`src/rtl/psel_pkg.sv`:
```
// Package: shared definitions for the priority selector with in-service tracking.
// Assumes: priorities are unsigned; a larger value means more urgent.
package psel_pkg;

    // Default priority width; 0 is reserved for "source disabled".
    localparam int unsigned PSEL_PRIO_W = 4;

    // Selects which set of candidates drives the shared selector.
    typedef enum logic {
        PICK_PENDING = 1'b0,
        PICK_INSVC   = 1'b1
    } pick_src_e;

endpackage

```
`src/rtl/psel_pick.sv`:
```
// Module: psel_pick
// Combinational priority picker. It returns the candidate with the highest
// non-zero priority, and the lower index when priorities are equal.
// Assumes: SPUR_ID does not fit any real source index (SPUR_ID >= N).
module psel_pick #(
    parameter int unsigned N       = 8,
    parameter int unsigned PW      = 4,
    parameter int unsigned IW      = 4,
    parameter int unsigned SPUR_ID = 8
) (
    input  logic [N-1:0]    cand_i,
    input  logic [N*PW-1:0] prio_i,
    output logic            hit_o,
    output logic [IW-1:0]   id_o,
    output logic [PW-1:0]   prio_o
);

    logic [PW-1:0] best_p;
    logic [IW-1:0] best_i;

    // Linear scan: a strictly greater priority replaces the current best, so lower indices win ties.
    always_comb begin
        best_p = '0;
        best_i = '0;
        for (int i = 0; i < int'(N); i++) begin
            if (cand_i[i] && (prio_i[i*PW +: PW] > best_p)) begin
                best_p = prio_i[i*PW +: PW];
                best_i = IW'(i);
            end
        end
    end

    // Output formatting: use the spurious code when nothing qualified.
    always_comb begin
        hit_o  = (best_p != '0);
        id_o   = hit_o ? best_i : IW'(SPUR_ID);
        prio_o = best_p;
    end

endmodule

```
`src/rtl/psel_svc.sv`:
```
// Module: psel_svc
// In-service record: one bit and one stored priority per source.
// Assumes: set and clear never name the same source in the same cycle
// (the environment keeps acknowledge away from end-of-interrupt); if they
// do, the set wins.
module psel_svc #(
    parameter int unsigned N  = 8,
    parameter int unsigned PW = 4,
    parameter int unsigned IW = 4
) (
    input  logic            clk,
    input  logic            rst_n,
    input  logic            set_en_i,
    input  logic [IW-1:0]   set_id_i,
    input  logic [PW-1:0]   set_prio_i,
    input  logic            clr_en_i,
    input  logic [IW-1:0]   clr_id_i,
    output logic [N-1:0]    svc_o,
    output logic [N*PW-1:0] svc_prio_o
);

    genvar g;
    generate
        for (g = 0; g < int'(N); g++) begin : g_entry
            logic          bit_q;
            logic [PW-1:0] prio_q;

            // Per-source entry: set on acknowledge, cleared on retirement.
            always_ff @(posedge clk) begin
                if (!rst_n) begin
                    bit_q  <= 1'b0;
                    prio_q <= '0;
                end else if (set_en_i && (set_id_i == IW'(g))) begin
                    bit_q  <= 1'b1;
                    prio_q <= set_prio_i;
                end else if (clr_en_i && (clr_id_i == IW'(g))) begin
                    bit_q  <= 1'b0;
                    prio_q <= '0;
                end
            end

            assign svc_o[g]               = bit_q;
            assign svc_prio_o[g*PW +: PW] = prio_q;
        end
    endgenerate

endmodule

```
`src/rtl/psel_pipe.sv`:
```
// Module: psel_pipe
// Two-stage selection pipeline. Stage one records the raw picker result
// and whether that result was an in-service lookup. Stage two is the
// request register. It holds during acknowledge and while stage one
// carries a lookup result.
// Assumes: the picker result at the input is combinational from this cycle's candidates.
module psel_pipe #(
    parameter int unsigned PW      = 4,
    parameter int unsigned IW      = 4,
    parameter int unsigned SPUR_ID = 8
) (
    input  logic                      clk,
    input  logic                      rst_n,
    input  logic                      hit_i,
    input  logic [IW-1:0]             id_i,
    input  logic [PW-1:0]             prio_i,
    input  psel_pkg::pick_src_e       src_i,
    input  logic                      ack_i,
    output logic                      s1_hit_o,
    output logic [IW-1:0]             s1_id_o,
    output logic                      s1_svc_o,
    output logic                      rq_hit_o,
    output logic [IW-1:0]             rq_id_o,
    output logic [PW-1:0]             rq_prio_o
);

    logic                s1_hit_q;
    logic [IW-1:0]       s1_id_q;
    logic [PW-1:0]       s1_prio_q;
    psel_pkg::pick_src_e s1_src_q;

    logic                rq_hit_q;
    logic [IW-1:0]       rq_id_q;
    logic [PW-1:0]       rq_prio_q;
    logic                rq_load;

    // Stage one: capture the picker result on every cycle.
    always_ff @(posedge clk) begin
        if (!rst_n) begin
            s1_hit_q  <= 1'b0;
            s1_id_q   <= IW'(SPUR_ID);
            s1_prio_q <= '0;
            s1_src_q  <= psel_pkg::PICK_PENDING;
        end else begin
            s1_hit_q  <= hit_i;
            s1_id_q   <= id_i;
            s1_prio_q <= prio_i;
            s1_src_q  <= src_i;
        end
    end

    // Load enable: freeze while the vector is read or while stage one is a lookup result.
    always_comb begin
        rq_load = !ack_i && (s1_src_q == psel_pkg::PICK_PENDING);
    end

    // Stage two: the request register that supplies the vector.
    always_ff @(posedge clk) begin
        if (!rst_n) begin
            rq_hit_q  <= 1'b0;
            rq_id_q   <= IW'(SPUR_ID);
            rq_prio_q <= '0;
        end else if (rq_load) begin
            rq_hit_q  <= s1_hit_q;
            rq_id_q   <= s1_id_q;
            rq_prio_q <= s1_prio_q;
        end
    end

    assign s1_hit_o  = s1_hit_q;
    assign s1_id_o   = s1_id_q;
    assign s1_svc_o  = (s1_src_q == psel_pkg::PICK_INSVC);
    assign rq_hit_o  = rq_hit_q;
    assign rq_id_o   = rq_id_q;
    assign rq_prio_o = rq_prio_q;

endmodule

```
`src/rtl/prio_svc_sel.sv`:
```
// Module: prio_svc_sel (top)
// Priority selector with in-service tracking. One picker serves both the
// pending requests and, during end-of-interrupt, the in-service set. A
// second picker finds the highest priority in service for interrupt gating.
// Assumes: acknowledge and end-of-interrupt are single-cycle strobes that
// never coincide. No strobe arrives in the cycle after end-of-interrupt.
module prio_svc_sel #(
    parameter int unsigned N_SRC  = 8,
    parameter int unsigned PRIO_W = psel_pkg::PSEL_PRIO_W,
    localparam int unsigned ID_W  = $clog2(N_SRC + 1),
    localparam int unsigned SPUR  = N_SRC
) (
    input  logic                    clk,
    input  logic                    rst_n,
    input  logic [N_SRC-1:0]        pend_i,
    input  logic [N_SRC*PRIO_W-1:0] prio_i,
    input  logic                    ack_i,
    input  logic                    eoi_i,
    output logic                    irq_o,
    output logic [ID_W-1:0]         vec_id_o,
    output logic [PRIO_W-1:0]       vec_prio_o,
    output logic [N_SRC-1:0]        svc_mask_o
);

    logic [N_SRC-1:0]        svc_bits;
    logic [N_SRC*PRIO_W-1:0] svc_prio;

    psel_pkg::pick_src_e     pick_src;
    logic [N_SRC-1:0]        pick_cand;
    logic [N_SRC*PRIO_W-1:0] pick_prio;
    logic                    pick_hit;
    logic [ID_W-1:0]         pick_id;
    logic [PRIO_W-1:0]       pick_p;

    logic                    top_hit;
    logic [ID_W-1:0]         top_id;
    logic [PRIO_W-1:0]       top_svc_prio;

    logic                    s1_hit;
    logic [ID_W-1:0]         s1_id;
    logic                    s1_svc;
    logic                    rq_hit;
    logic [ID_W-1:0]         rq_id;
    logic [PRIO_W-1:0]       rq_prio;

    logic                    set_en;
    logic                    clr_en;

    // Candidate mux: end-of-interrupt sends the in-service set to the shared picker.
    always_comb begin
        pick_src  = eoi_i ? psel_pkg::PICK_INSVC : psel_pkg::PICK_PENDING;
        pick_cand = eoi_i ? svc_bits : pend_i;
        pick_prio = eoi_i ? svc_prio : prio_i;
    end

    psel_pick #(
        .N       (N_SRC),
        .PW      (PRIO_W),
        .IW      (ID_W),
        .SPUR_ID (SPUR)
    ) u_pick_main (
        .cand_i (pick_cand),
        .prio_i (pick_prio),
        .hit_o  (pick_hit),
        .id_o   (pick_id),
        .prio_o (pick_p)
    );

    psel_pick #(
        .N       (N_SRC),
        .PW      (PRIO_W),
        .IW      (ID_W),
        .SPUR_ID (SPUR)
    ) u_pick_svc (
        .cand_i (svc_bits),
        .prio_i (svc_prio),
        .hit_o  (top_hit),
        .id_o   (top_id),
        .prio_o (top_svc_prio)
    );

    psel_pipe #(
        .PW      (PRIO_W),
        .IW      (ID_W),
        .SPUR_ID (SPUR)
    ) u_pipe (
        .clk       (clk),
        .rst_n     (rst_n),
        .hit_i     (pick_hit),
        .id_i      (pick_id),
        .prio_i    (pick_p),
        .src_i     (pick_src),
        .ack_i     (ack_i),
        .s1_hit_o  (s1_hit),
        .s1_id_o   (s1_id),
        .s1_svc_o  (s1_svc),
        .rq_hit_o  (rq_hit),
        .rq_id_o   (rq_id),
        .rq_prio_o (rq_prio)
    );

    // Record commands: acknowledge of a real source sets, a lookup result that found an entry clears.
    always_comb begin
        set_en = ack_i && rq_hit;
        clr_en = s1_svc && s1_hit;
    end

    psel_svc #(
        .N  (N_SRC),
        .PW (PRIO_W),
        .IW (ID_W)
    ) u_svc (
        .clk        (clk),
        .rst_n      (rst_n),
        .set_en_i   (set_en),
        .set_id_i   (rq_id),
        .set_prio_i (rq_prio),
        .clr_en_i   (clr_en),
        .clr_id_i   (s1_id),
        .svc_o      (svc_bits),
        .svc_prio_o (svc_prio)
    );

    // Interrupt gating: the request must outrank everything already in service.
    always_comb begin
        irq_o = rq_hit && (rq_prio > (top_hit ? top_svc_prio : '0));
    end

    assign vec_id_o   = rq_id;
    assign vec_prio_o = rq_prio;
    assign svc_mask_o = svc_bits;

    logic unused_top_id;
    assign unused_top_id = ^top_id;

endmodule

```
`config.mk`:
```
export PLATFORM = sky130hd
export DESIGN_NAME = prio_svc_sel
export DESIGN_NICKNAME = d
export VERILOG_FILES = /design/src/rtl/psel_pkg.sv /design/src/rtl/psel_pick.sv /design/src/rtl/psel_svc.sv /design/src/rtl/psel_pipe.sv /design/src/rtl/prio_svc_sel.sv
export SDC_FILE = /design/constraint.sdc
export NUM_CORES = 1
export LEC_CHECK = 0
export BUFFER_PORTS_ARGS = -buffer_cell sky130_fd_sc_hd__buf_2
export CAP_MARGIN = 20
export CORE_MARGIN = 8
export CORE_UTILIZATION = 60
export DETAILED_ROUTE_END_ITERATION = 10
export MAX_ROUTING_LAYER = met4
export PLACE_DENSITY = 0.82
export SYNTH_ARGS = -nofsm -noshare
export SYNTH_HDL_FRONTEND = slang
export SYNTH_SLANG_ARGS = --single-unit
```
`constraint.sdc`:
```
create_clock -name clk -period 16.6 [get_ports clk]
set_clock_uncertainty 0.2 [all_clocks]
set_input_delay 3.32 -clock clk [delete_from_list [all_inputs] [get_ports clk]]
set_output_delay 3.32 -clock clk [all_outputs]
set_load 0.01 [all_outputs]
```
======== Word-level counts from Yosys, hierarchy flattened ========
Index checks and enable logic that the tools add are counted.
operators by class
  $lt $le $gt $ge ......................... 17
  equal/unequal tests ..................... 14
  multiplexer cells ....................... 59
  bitwise gates (word level) .............. 1
  reduce and logical (&&, ||, !) cells .... 50
operators by type and width
  operator                                            number
  two-way mux 4 bit                                   33
  > comparator 4 bit                                  15
  logical AND 1 bit                                   36
  == test 4 x 3 -> 1 bit, second input constant       8
  two-way mux 32 bit                                  1
  two-way mux 1 bit                                   18
  == test 4 x 2 -> 1 bit, second input constant       4
  nonzero test 2 bit                                  8
  two-way mux 3 bit                                   4
  == test 4 x 1 -> 1 bit, second input constant       2
  > comparator 4 x 1 -> 1 bit, second input constant  2
  logical NOT 4 bit                                   2
  two-way mux 8 bit                                   1
  nonzero test 4 bit                                  2
  two-way mux 2 bit                                   2
  AND reduction 2 bit                                 1
  logical NOT 1 bit                                   1
  inverter 1 bit                                      1
word-level totals
  bits in registers ....................... 59
  input port bits ......................... 44
  output and inout bits ................... 17
  word-level logic and storage cells ...... 164

======== Longest topological paths before layout ========
Gate-level depths: netlist of run 1.
  depth in word-level cells ............... 28
  depth in mapped cells ................... 58
  mapped depth without buffers ............ 57

======== Modules after synthesis ========
From an unflattened synthesis of run 1, not the netlist that was laid out.
unflattened totals
  cells, all modules ...................... 727
  area total of the unflattened synthesis .. 5905.7 um^2
by module, submodules not included
  module                   instances  cells an instance  area each (um^2)  seq. area each (um^2)
  psel_pick (u_pick_main)  1          225                1597.8            0.0
  psel_svc                 1          170                1545.2            800.8
  psel_pick (u_pick_svc)   1          208                1475.2            0.0
  psel_pipe                1          63                 674.4             380.4
  prio_svc_sel             1          61                 613.1             0.0

======== Worst setup path before layout of run 1 ========
OpenSTA, ideal clock, no wires.
  path kind ............................... input to register
  start ................................... input eoi_i
  end ..................................... register u_pipe.s1_id_q[1] (netlist: u_pipe.s1_id_o[1])
  setup time .............................. 0.135 ns
  arrival time ............................ 14.669 ns
  required time ........................... 16.265 ns
  slack ................................... 1.597 ns
  stages on the path ...................... 54
  path buffers ............................ 4
  path through ............................ buf_2 buf_1 buf_1 nand2_1 o21ai_0 inv_1 ha_1 o21a_1 o21a_1 o21ai_1 mux2i_1 ha_1 nor2b_1 o21a_1 o21a_1 o21ai_1 inv_1 o21a_1 [18 not listed] o21a_1 o21ai_1 mux2_2 ha_1 nor2b_1 o21a_1 o21a_1 o21ai_1 mux2_2 ha_1 nor2b_1 o21a_1 o21a_1 o21ai_1 mux2i_1 nand2b_1 o31ai_1 nor2_1
between the ends
  cells in the longest elaborated chain, start to end .. 27
  elaborated cells between the ends (all ways) .. 34
  classes of those cells .................. 8 x order compare; 16 x mux; 10 x reduce/logical
ends and longest elaborated chain
  element                        RTL line            RTL
  start: declaration             prio_svc_sel.sv:18  input logic eoi_i,
  two-way mux 32 bit             prio_svc_sel.sv:53  pick_prio = eoi_i ? svc_prio : prio_i;
  > comparator 4 x 1 -> 1 bit    psel_pick.sv:26     if (cand_i[i] && (prio_i[i*PW +: PW] > best_p)) begin
  logical AND 1 bit              psel_pick.sv:26
  two-way mux 4 bit              psel_pick.sv:26
  > comparator 4 bit             psel_pick.sv:26
  logical AND 1 bit              psel_pick.sv:26
  two-way mux 4 bit              psel_pick.sv:26
  > comparator 4 bit             psel_pick.sv:26
  [11 not listed]                --
  > comparator 4 bit             psel_pick.sv:26
  logical AND 1 bit              psel_pick.sv:26
  two-way mux 4 bit              psel_pick.sv:26
  > comparator 4 bit             psel_pick.sv:26
  logical AND 1 bit              psel_pick.sv:26
  two-way mux 4 bit              psel_pick.sv:26
  nonzero test 4 bit             psel_pick.sv:35     hit_o = (best_p != '0);
  AND reduction 2 bit (no line)  --
  end signal: assignment         psel_pipe.sv:41     s1_id_q <= IW'(SPUR_ID);
  end signal: assignment         psel_pipe.sv:46     s1_id_q <= id_i;
  end: declaration               psel_pipe.sv:28     logic [IW-1:0] s1_id_q;
Parallel ways exist; a longest one is shown, timed or not.
A chain may end at the register's enable or synchronous reset.

======== Worst setup path in the final report of run 1 ========
  start ................................... register u_svc.g_entry[0].bit_q
  end ..................................... output irq_o
between the ends
  cells in the longest elaborated chain, start to end .. 27
ends and longest elaborated chain
  element                   RTL line             RTL
  start: declaration        psel_svc.sv:25       logic bit_q;
  start signal: assignment  psel_svc.sv:31       bit_q <= 1'b0;
  start signal: assignment  psel_svc.sv:34       bit_q <= 1'b1;
  start signal: assignment  psel_svc.sv:37       bit_q <= 1'b0;
  logical AND 1 bit (*)     psel_pick.sv:26
  two-way mux 4 bit (*)     psel_pick.sv:26
  > comparator 4 bit        psel_pick.sv:26
  logical AND 1 bit         psel_pick.sv:26
  two-way mux 4 bit (*)     psel_pick.sv:26
  > comparator 4 bit        psel_pick.sv:26
  logical AND 1 bit         psel_pick.sv:26
  two-way mux 4 bit (*)     psel_pick.sv:26
  [11 not listed]           --
  two-way mux 4 bit (*)     psel_pick.sv:26
  > comparator 4 bit        psel_pick.sv:26
  logical AND 1 bit         psel_pick.sv:26
  two-way mux 4 bit (*)     psel_pick.sv:26
  nonzero test 4 bit        psel_pick.sv:35
  two-way mux 4 bit (*)     prio_svc_sel.sv:126  irq_o = rq_hit && (rq_prio > (top_hit ? top_svc_prio : '0));
  > comparator 4 bit (*)    prio_svc_sel.sv:126
  logical AND 1 bit (*)     prio_svc_sel.sv:126
  end: declaration          prio_svc_sel.sv:19   output logic irq_o,
Every way passes the cells marked *; elsewhere a longest branch is shown, timed or not.

==> impl_results.md, run 1 <==
* Status: finished, final reports clean
* Post-synthesis average cell area at 8.50 µm²
* Simple-gate portion of the synthesized area at 19.8%
* CP Class: reg2out
* Via density at 6.13
* FILL cells at 706
* Initial core utilization at 61.5%
* Drt wl/cell at 17.4 µm
* Placed standard-cell area at 5610 µm²
* Clock transition at the registers of the reported paths at 60 ps
* Pin slew with the least headroom to its limit at 1050 ps
* Die Ht at 110 µm
* Post-route DRC at 0
* Fmax at 63.3 MHz
* Xor/xnor share of the synthesized area at 1.48%
* Iteration-0 DRC Markers at 372
* Largest net degree at the start of global routing at 56
* Sequential-to-total area share from yosys stat at 22.2%
* Fin. max-slew vios at 0
* RSZ-0062 raised after global routing: no
* Worst Setup End Kind: output port
* Hold Crit Start: u_pipe.s1_prio_q[3]$_SDFF_PN0_
* TritonCTS clock tree: done
* Clk_lat worst skew at 340 ps
* Initial antenna violation count at 0
* EDFF count, synth at 0
* Worst R2R End: u_pipe.s1_id_o[1]$_SDFF_PN0_
* Most frequent CP cell: ha_1
* Setup Total Neg Slack at 0 ps
* Count of different cell masters after synthesis at 79
* Nets at 760
* Slew margin rel. at 29.1%
* Area of the core at 8640 µm²
* Main combinational cell family by area after synthesis: compound AO/OA/AOI/OAI gates
* CTS sink cnt at 59
* Die area at 12100 µm²
* Synth Net Count at 717
* N_diodes at 0
* HP Class: reg2reg
* Final core utilization at 67.2%
* First-pass DRT Iterations at 5
* Post-synthesis instance total at 625
* Post-synthesis compound-gate area fraction at 25.3%
* R2R depth at 51
* Synthesized area at 5310 µm²
* PD cells at 63.5 nW/µm²
* Die X at 110 µm
* Row Count at 34
* H-tree depth at 3
* Final worst path period need at 15790 ps
* Worst path arrival time at 12270 ps
* Synth Warn # at 0
* Adder-cell share of the synthesized area at 11.7%
* Worst hold stages at 2
* GPL Wtd Cong at 0.913
* Gr ovfl total at 0
* VDD IR max at 0.0000783 V
* Crit-path max cell delay at 420 ps
* Layout area overhead at 9.23%
* Overall Global Routing Usage at 23.1%
* Final setup fails at 0
* Vias in the first global route at 4576
* CTS Buffer Depth at 2
* Ys async rst share at 0%
* Worst EP required at 13080 ps
* Layout cells sized above 1 at 21.0%
* R2R setup slack at 4050 ps
* Final Hold Fails at 0
* Min-Delay Endpoint: u_pipe.rq_prio_o[3]$_SDFFE_PN0P_
* Port Buf Inserts at 60
* Slowest cell on crit path: dfxtp_2
* Top FF cell, synth: dfxtp_1
* Crit-path max FO at 9
* DP Wirelength at 10800 µm
* First-pass GRT wire length at 21800 µm
* Maximum capacitance violations at 0
* Fraction of synthesized area in multiplexers at 13.6%
* CP Launch Type: flip-flop
* Tcrit/Tclk final at 95.1%
* CTS buffer count at 9
* ANT nets after route at 0
* Post-CTS setup buffers at 0
* Leakage at 2.46 nW
* Root Buffer: clkbuf_8
* # IOs at 61
* FF-to-FF Start: u_svc.g_entry[0].prio_q[1]$_SDFFE_PN0P_
* DR vias at 4785
* FF+latch count, synth at 59
* Routed wire length at 13600 µm
* Fin area at 5800 µm²
-- cell families (layout without fill, tap and decap cells) --
| group | after synthesis | after routing |
|---|---|---|
| AO/OA/AOI/OAI | 173 | 173 |
| XOR/XNOR | 9 | 9 |
| adder cells (fa/ha/maj) | 50 | 50 |
| buffers and inverters | 72 | 119 |
| flip-flops | 59 | 59 |
| multiplexers | 67 | 67 |
| AND/OR/NAND/NOR | 195 | 195 |
-- how the worst max path moves through the flow --
stage / startpoint / to / slack, ps / cells after the start
after floorplan: eoi_i / u_pipe.s1_id_o[1]$_SDFF_PN0_ / 1600 / 54
after global placement: u_svc.g_entry[0].bit_q$_SDFFE_PN0P_ / irq_o / 1230 / 57
after detailed placement: eoi_i / u_pipe.s1_id_o[1]$_SDFF_PN0_ / 920 / 53
after CTS: u_svc.g_entry[0].bit_q$_SDFFE_PN0P_ / irq_o / 600 / 57
after global routing: u_svc.g_entry[0].bit_q$_SDFFE_PN0P_ / irq_o / 20 / 57
final: u_svc.g_entry[0].bit_q$_SDFFE_PN0P_ / irq_o / 810 / 57
-- flip-flops by register name (all words and copies together), names as in the netlist --
signal and cells:
u_pipe.s1_prio_q 4, u_svc.g_entry.prio_q 32, u_pipe.rq_prio_o 4, u_pipe.s1_hit_o 1
u_pipe.rq_hit_o 1, u_svc.g_entry.bit_q 8, u_pipe.s1_svc_o 1, u_pipe.rq_id_o 4
u_pipe.s1_id_o 4
-- cell type report --
cell class	count	area, µm²	area share (%)
inverters	42	158	2.72
well taps	108	135	2.33
flip-flops and latches	59	1180	20.4
clock buffers	13	169	2.91
clock inverters	2	10.0	0.172
multi-input cells	494	3830	66.1
repair buffers	62	315	5.43
-- metrics by stage --
stage / instances / hold slack [ps] / power, mW / setup WS, ps
after floorplan: 625 / 226 / 0.226 / 1600
after global placement: 765 / 248 / 0.249 / 1230
after detailed placement: 765 / 245 / 0.253 / 920
after CTS: 780 / 261 / 0.368 / 603
after global routing: 780 / 294 / 0.387 / 24.0
final: 780 / 258 / 0.368 / 814
-- routing by layer --
metal  GRT usage, %  wire (µm)
met2           37.7       6340
met5              -          0
met1           29.0       6260
met4           7.33        174
met3           3.14        812
-- cell usage after synthesis (3+ instances only) --
library cell  count  area, µm²
mux2i_1          33        330
nand3_1          10       50.1
a21o_1            8       60.1
o211a_1           3       30.0
clkbuf_1         16       60.1
inv_1            41        154
nand2b_1          7       43.8
a41oi_1           8       70.1
o21ai_0          14       70.1
ha_1             48        601
o21a_1           16        120
dfxtp_1          59       1180
a21oi_2           4       35.0
a22oi_1          33        248
xor2_1            4       35.0
mux2_4            3       45.0
xnor2_1           5       43.8
buf_1             3       11.3
o21ai_1           8       40.0
a21boi_0         10       75.1
nand2_1          49        184
nand4_1           6       37.5
a21oi_1          32        160
nor3_1            5       25.0
nor2_1           34        128
nor2b_1          59        369
buf_4             8       60.1
and2_1            6       37.5
mux2_2           31        349
-- repair_timing --
item                       CTS  global route
hold buffers                 0             0
gates resized for setup      0             3
setup endpoints to repair    0             1
-- report_power, final --
part | leakage (nW) | switching (mW) | internal, mW
combinational | 1.89 | 0.0506 | 0.0441
clock | 0.0953 | 0.0517 | 0.0650
sequential | 0.478 | 0.00819 | 0.149
-- critical path, delay by kind of cell, from the launching register on --
family | cells | cell delay [ps]
adder cells (fa/ha/maj) | 9 | 2610
AND/OR/NAND/NOR | 13 | 1850
multiplexers | 9 | 2700
buffers and inverters | 6 | 430
flip-flops | 1 | 420
AO/OA/AOI/OAI | 20 | 3970
-- cell usage in the layout, fill, tap and decap left out, types with 3 or more instances in the layout --
master,n
mux2i_1,33
dfxtp_1,58
a21oi_2,3
a21oi_1,32
o211a_1,3
o21a_1,16
inv_1,41
xor2_1,4
xnor2_1,5
nand3_1,10
mux2_4,3
a21o_1,8
and2_1,6
o21ai_1,8
nand2_1,49
nor3_1,5
clkbuf_8,12
nor2_1,34
a41oi_1,8
mux2_2,31
buf_2,60
ha_1,48
a22oi_1,33
o21ai_0,14
nor2b_1,59
nand2b_1,7
a21boi_0,10
nand4_1,6
(Power assumes the default switching activity.)
==> inputs of run 2 (changes only) <==
- CORE_ASPECT_RATIO: not set -> 0.8
==> run 2 against run 1 <==
- setup slack got worse by 130 ps
- flip-flop and latch count unchanged
- fmax down 0.82%
- final cell count is 0.77% higher
- global-route usage increased by 1.8 points
- clock-buffer cell count is 1 lower
- register-to-register slack is essentially flat
- first-iteration DRC count increased by 14%
- routed wire length up 8.5%
- via count up 2.4%
- highest routed layer unchanged
==> impl_results.md, run 2 (synthesis results as in run 1) <==
* Largest net degree at the start of global routing at 56
* Area of the core at 8560 µm²
* Maximum capacitance violations at 0
* Via density at 6.23
* CP Class: reg2out
* Final worst path period need at 15920 ps
* Most frequent CP cell: ha_1
* Pin slew with the least headroom to its limit at 727 ps
* Tcrit/Tclk final at 95.9%
* ANT nets after route at 0
* Final Hold Fails at 0
* Fin area at 5860 µm²
* # hold bufs at CTS at 0
* Largest regs: u_svc.g_entry.prio_q: 32 flops, u_svc.g_entry.bit_q: 8 flops
* Root Buffer: clkbuf_8
* Iteration-0 DRC Markers at 423
* Initial core utilization at 62.1%
* Layout area overhead at 10.3%
* VDD IR max at 0.0000684 V
* Fin worst setup slack at 684 ps
* DP Wirelength at 11600 µm
* H-tree depth at 3
* Fin. max-slew vios at 0
* Fmax at 62.8 MHz
* Overall Global Routing Usage at 24.9%
* Most frequent cells in the layout: 60 x buf_2, 59 x nor2b_1, 58 x dfxtp_1
* TritonCTS clock tree: done
* Switching pwr at 0.114 mW
* Gate power share at 25.2%
* Largest register FFs at 32
* GPL Wtd Cong at 0.926
* Layout cells sized above 1 at 21.7%
* # IOs at 61
* Clock Power Share at 34.2%
* CTS Buffer Depth at 2
* Clock transition at the registers of the reported paths at 70 ps
* Vias in the first global route at 4703
* Port Buf Inserts at 60
* DR vias at 4900
* First-pass DRT Iterations at 5
* Status: finished, final reports clean
* Leakage at 2.49 nW
* Slew margin rel. at 51.5%
* Slowest cell on crit path: dfxtp_1
* Crit-path max FO at 6
* Die X at 121 µm
* Initial antenna violation count at 0
* Nets at 763
* Pre-CTS WS at 741 ps
* Gr ovfl total at 0
* Row Count at 30
* Clk_lat worst skew at 340 ps
* HP Class: reg2reg
* Die area at 12100 µm²
* CP Launch Type: flip-flop
* CTS sink cnt at 59
* RSZ-0062 raised after global routing: no
* Top reg by flops: u_svc.g_entry.prio_q
* Final setup fails at 0
* Power consumption at 0.387 mW
* Worst Setup End Kind: output port
* Worst path arrival time at 12400 ps
* CTS buffer count at 9
* Drt wl/cell at 18.7 µm
* Int Pwr at 0.273 mW
* First-pass GRT wire length at 23800 µm
* Placed standard-cell area at 5620 µm²
* Seq pwr share at 40.6%
* Setup Total Neg Slack at 0 ps
* Routed wire length at 14700 µm
* Worst EP required at 13080 ps
* Die Ht at 100 µm
* Crit-path max cell delay at 450 ps
* N_diodes at 0
* Switching Fraction at 29.4%
* Post-route DRC at 0
* Commonest non-fill, non-tap cell in the layout: buf_2
* PD cells at 66.1 nW/µm²
## run 2: changes by cell type in the layout (fill, tap and decap cells not counted), sizes merged
| cell | change |
|---|---|
| buf | +2 |
| bufinv | +1 |
| clkinv | -1 |
## run 2: worst paths after layout
kind | startpoint | to | slack (ps) | cells past startpoint
max | u_svc.g_entry[0].prio_q[1]$_SDFFE_PN0P_ | irq_o | 680 | 56
min | u_pipe.s1_prio_q[3]$_SDFF_PN0_ | u_pipe.rq_prio_o[3]$_SDFFE_PN0P_ | 260 | 2
max reg2reg | u_svc.g_entry[0].bit_q$_SDFFE_PN0P_ | u_pipe.s1_id_o[0]$_SDFF_PN0_ | 4040 | 53
min reg2reg | u_pipe.s1_prio_q[3]$_SDFF_PN0_ | u_pipe.rq_prio_o[3]$_SDFFE_PN0P_ | 260 | 2
## run 2: repair_timing
item	in CTS	in global routing
endpoints found under the setup margin	0	1
buffers inserted	0	1
gates resized for setup	0	5
## run 2: power by group through the flow
stage	Sequential (mW)	Combinational, mW	Clock (mW)
after detailed placement	0.160	0.0952	0
final	0.157	0.0974	0.132
after CTS	0.157	0.0963	0.134
after global placement	0.160	0.0908	0
after global routing	0.158	0.108	0.141
after floorplan	0.157	0.0693	0
## run 2: cell type report
type | count | area [µm²]
Timing Repair Buffer | 65 | 335
Clock inverter | 2 | 35.0
Clock buffer | 12 | 165
Fill cell | 709 | 2700
Sequential cell | 59 | 1180
Multi-Input combinational cell | 494 | 3840
Inverter | 42 | 158
Tap cell | 112 | 140
## run 2: critical path: cells and delay by family, from the launching register on
family	cells	cell delay [ps]
AOI/OAI and AO/OA	21	4150
muxes	9	2720
adders and majority gates	9	2670
and+or+nand+nor	12	1690
DFF	1	450
buffers and inverters	5	360
## run 2: through the flow
| stage | hold slack, ps | cells | utilization (%) |
|---|---|---|---|
| 2_1_floorplan | 226 | 625 | - |
| 3_3_place_gp | 243 | 770 | 65.7 |
| 3_5_place_dp | 247 | 770 | 65.7 |
| 4_1_cts | 265 | 784 | 68.0 |
| 5_1_grt | 284 | 786 | 68.5 |
| 6_report | 255 | 786 | 68.5 |
## run 2: layer usage
metal / routed length [µm] / vias to the layer above / global-route usage [%]
met1: 7010 / 2314 / 34.3
li1: - / 2357 / -
met5: 0 / - / -
met3: 1190 / 20 / 4.04
met4: 165 / 0 / 6.53
met2: 6360 / 209 / 36.9
==> inputs of run 3 (changes only) <==
- RECOVER_POWER: not set -> 25
==> run 3 against run 2 <==
- the run now ends with capacitance limit, slew limit left
- setup slack better by 8.9 ps
- design area barely moved
- critical path depth is the same
- sequential share of layout area hardly changed
- non-clock buffer count stayed put
- sequential power barely moved
- largest power group unchanged
==> impl_results.md, run 3 (synthesis results as in run 1) <==
* First-pass DRT Iterations at 5
* Routed wire length at 14700 µm
* ANT nets after route at 0
* Initial core utilization at 62.1%
* VDD IR max at 0.0000682 V
* Largest net degree at the start of global routing at 56
* Placed standard-cell area at 5620 µm²
* Fin area at 5860 µm²
* Setup Total Neg Slack at 0 ps
* # hold bufs at CTS at 0
* Port Buf Inserts at 60
* First-pass GRT wire length at 23800 µm
* Worst path arrival time at 12390 ps
* Worst R2R End: u_pipe.s1_id_o[0]$_SDFF_PN0_
* Final Hold Fails at 0
* Pre-CTS WS at 741 ps
* Nets at 763
* Min-Delay Endpoint: u_pipe.rq_prio_o[3]$_SDFFE_PN0P_
* CTS Buffer Depth at 2
* N_diodes at 0
* Crit-path max cell delay at 450 ps
* H-tree depth at 3
* R2R depth at 53
* Worst hold stages at 2
* Layout cells sized above 1 at 21.2%
* Fin worst setup slack at 693 ps
* Initial antenna violation count at 0
* Clk_lat worst skew at 330 ps
* Via density at 6.23
* Worst Setup End Kind: output port
* Area of the core at 8560 µm²
* GPL Wtd Cong at 0.926
* Row Count at 30
* Gr ovfl total at 0
* Die X at 121 µm
* DP Wirelength at 11600 µm
* Root Buffer: clkbuf_8
* Overall Global Routing Usage at 24.9%
* Crit path max-delay family: compound AO/OA/AOI/OAI gates
* CTS sink cnt at 59
* Commonest non-fill, non-tap cell in the layout: nor2b_1
* Most frequent cells in the layout: 59 x nor2b_1, 58 x dfxtp_1, 57 x buf_2
* Worst EP required at 13080 ps
* Most frequent CP cell: ha_1
* CP Launch Type: flip-flop
* CP Class: reg2out
* Final core utilization at 68.4%
* Top reg by flops: u_svc.g_entry.prio_q
* Slowest cell on crit path: dfxtp_1
* Iteration-0 DRC Markers at 423
* Die Ht at 100 µm
* Crit-path max FO at 6
* Post-Place Cells at 770
* Leakage at 2.48 nW
* PD cells at 66.1 nW/µm²
* R2R setup slack at 4030 ps
* Slew margin rel. at -17.6%
* Pin slew with the least headroom to its limit at 1760 ps
* Die area at 12100 µm²
* DR vias at 4899
* HP Class: reg2reg
* CTS buffer count at 9
* Final setup fails at 0
* TritonCTS clock tree: done
* Clock transition at the registers of the reported paths at 70 ps
* FF-to-FF Start: u_svc.g_entry[0].bit_q$_SDFFE_PN0P_
* Vias in the first global route at 4703
* Largest register FFs at 32
* Tcrit/Tclk final at 95.8%
* Worst Path Buf+Inv at 5
* Fin. max-slew vios at 56
* Failing checks: capacitance limit, slew limit
* Fmax at 62.9 MHz
* # IOs at 61
* Drt wl/cell at 18.7 µm
* Largest regs: u_svc.g_entry.prio_q: 32 flops, u_svc.g_entry.bit_q: 8 flops
* Maximum capacitance violations at 1
* Power consumption at 0.387 mW
* Post-route DRC at 0
* Hold slack final at 260 ps
* Layout area overhead at 10.2%
* Hold Crit Start: u_pipe.s1_prio_q[3]$_SDFF_PN0_
* Post-route non-filler standard cell count at 786
* Final worst path period need at 15910 ps
* RSZ-0062 raised after global routing: no
* Status: finished with violations
run 3: cell count changes in the layout (fill, tap and decap cells not counted), sizes merged:
cell    before  now
buf         64   61
clkbuf      13   16
run 3: repair_timing:
| item | in CTS | in global routing |
|---|---|---|
| setup endpoints to repair | 0 | 1 |
| setup buffers | 0 | 1 |
| gates resized for setup | 0 | 5 |
run 3: final cells by class:
class / instances / area [µm²]
inverter: 42 / 158
tap: 112 / 140
multi-input combinational: 494 / 3840
clock inverter: 2 / 35.0
sequential: 59 / 1180
clock buffer: 12 / 165
timing repair buffer: 65 / 332
fill: 708 / 2700
run 3: worst max path at each step:
stage                                                  from                            to  depth (start not counted)
floorplan                                             eoi_i  u_pipe.s1_id_o[1]$_SDFF_PN0_                         54
global placement        u_svc.g_entry[0].bit_q$_SDFFE_PN0P_                         irq_o                         56
detailed placement      u_svc.g_entry[0].bit_q$_SDFFE_PN0P_                         irq_o                         56
CTS                     u_svc.g_entry[0].bit_q$_SDFFE_PN0P_                         irq_o                         56
global route        u_svc.g_entry[0].prio_q[1]$_SDFFE_PN0P_                         irq_o                         56
finish              u_svc.g_entry[0].prio_q[1]$_SDFFE_PN0P_                         irq_o                         56
run 3: worst reg2reg max path: cells and delay by family, from the launching register on:
family / cells / cell delay [ps]
adder cells (fa/ha/maj): 7 / 2060
multiplexers: 4 / 1490
flip-flops: 1 / 430
buffers and inverters: 5 / 800
AND/OR/NAND/NOR: 11 / 1550
AO/OA/AOI/OAI: 26 / 5890
run 3: metal layers:
layer	wire length [µm]	global-route usage, %	part of all wire [%]	up-vias
li1	-	-	-	2356
met1	7040	34.3	48	2321
met2	6380	36.9	43	206
met3	1150	4.04	7.8	16
met4	153	6.53	1.0	0
met5	0	-	0	-
run 3: report_power, final:
part / leakage, nW / switching, mW / internal [mW]
combinational: 1.90 / 0.0526 / 0.0450
clock: 0.104 / 0.0525 / 0.0797
sequential: 0.478 / 0.00843 / 0.149
total: 2.48 / 0.114 / 0.274
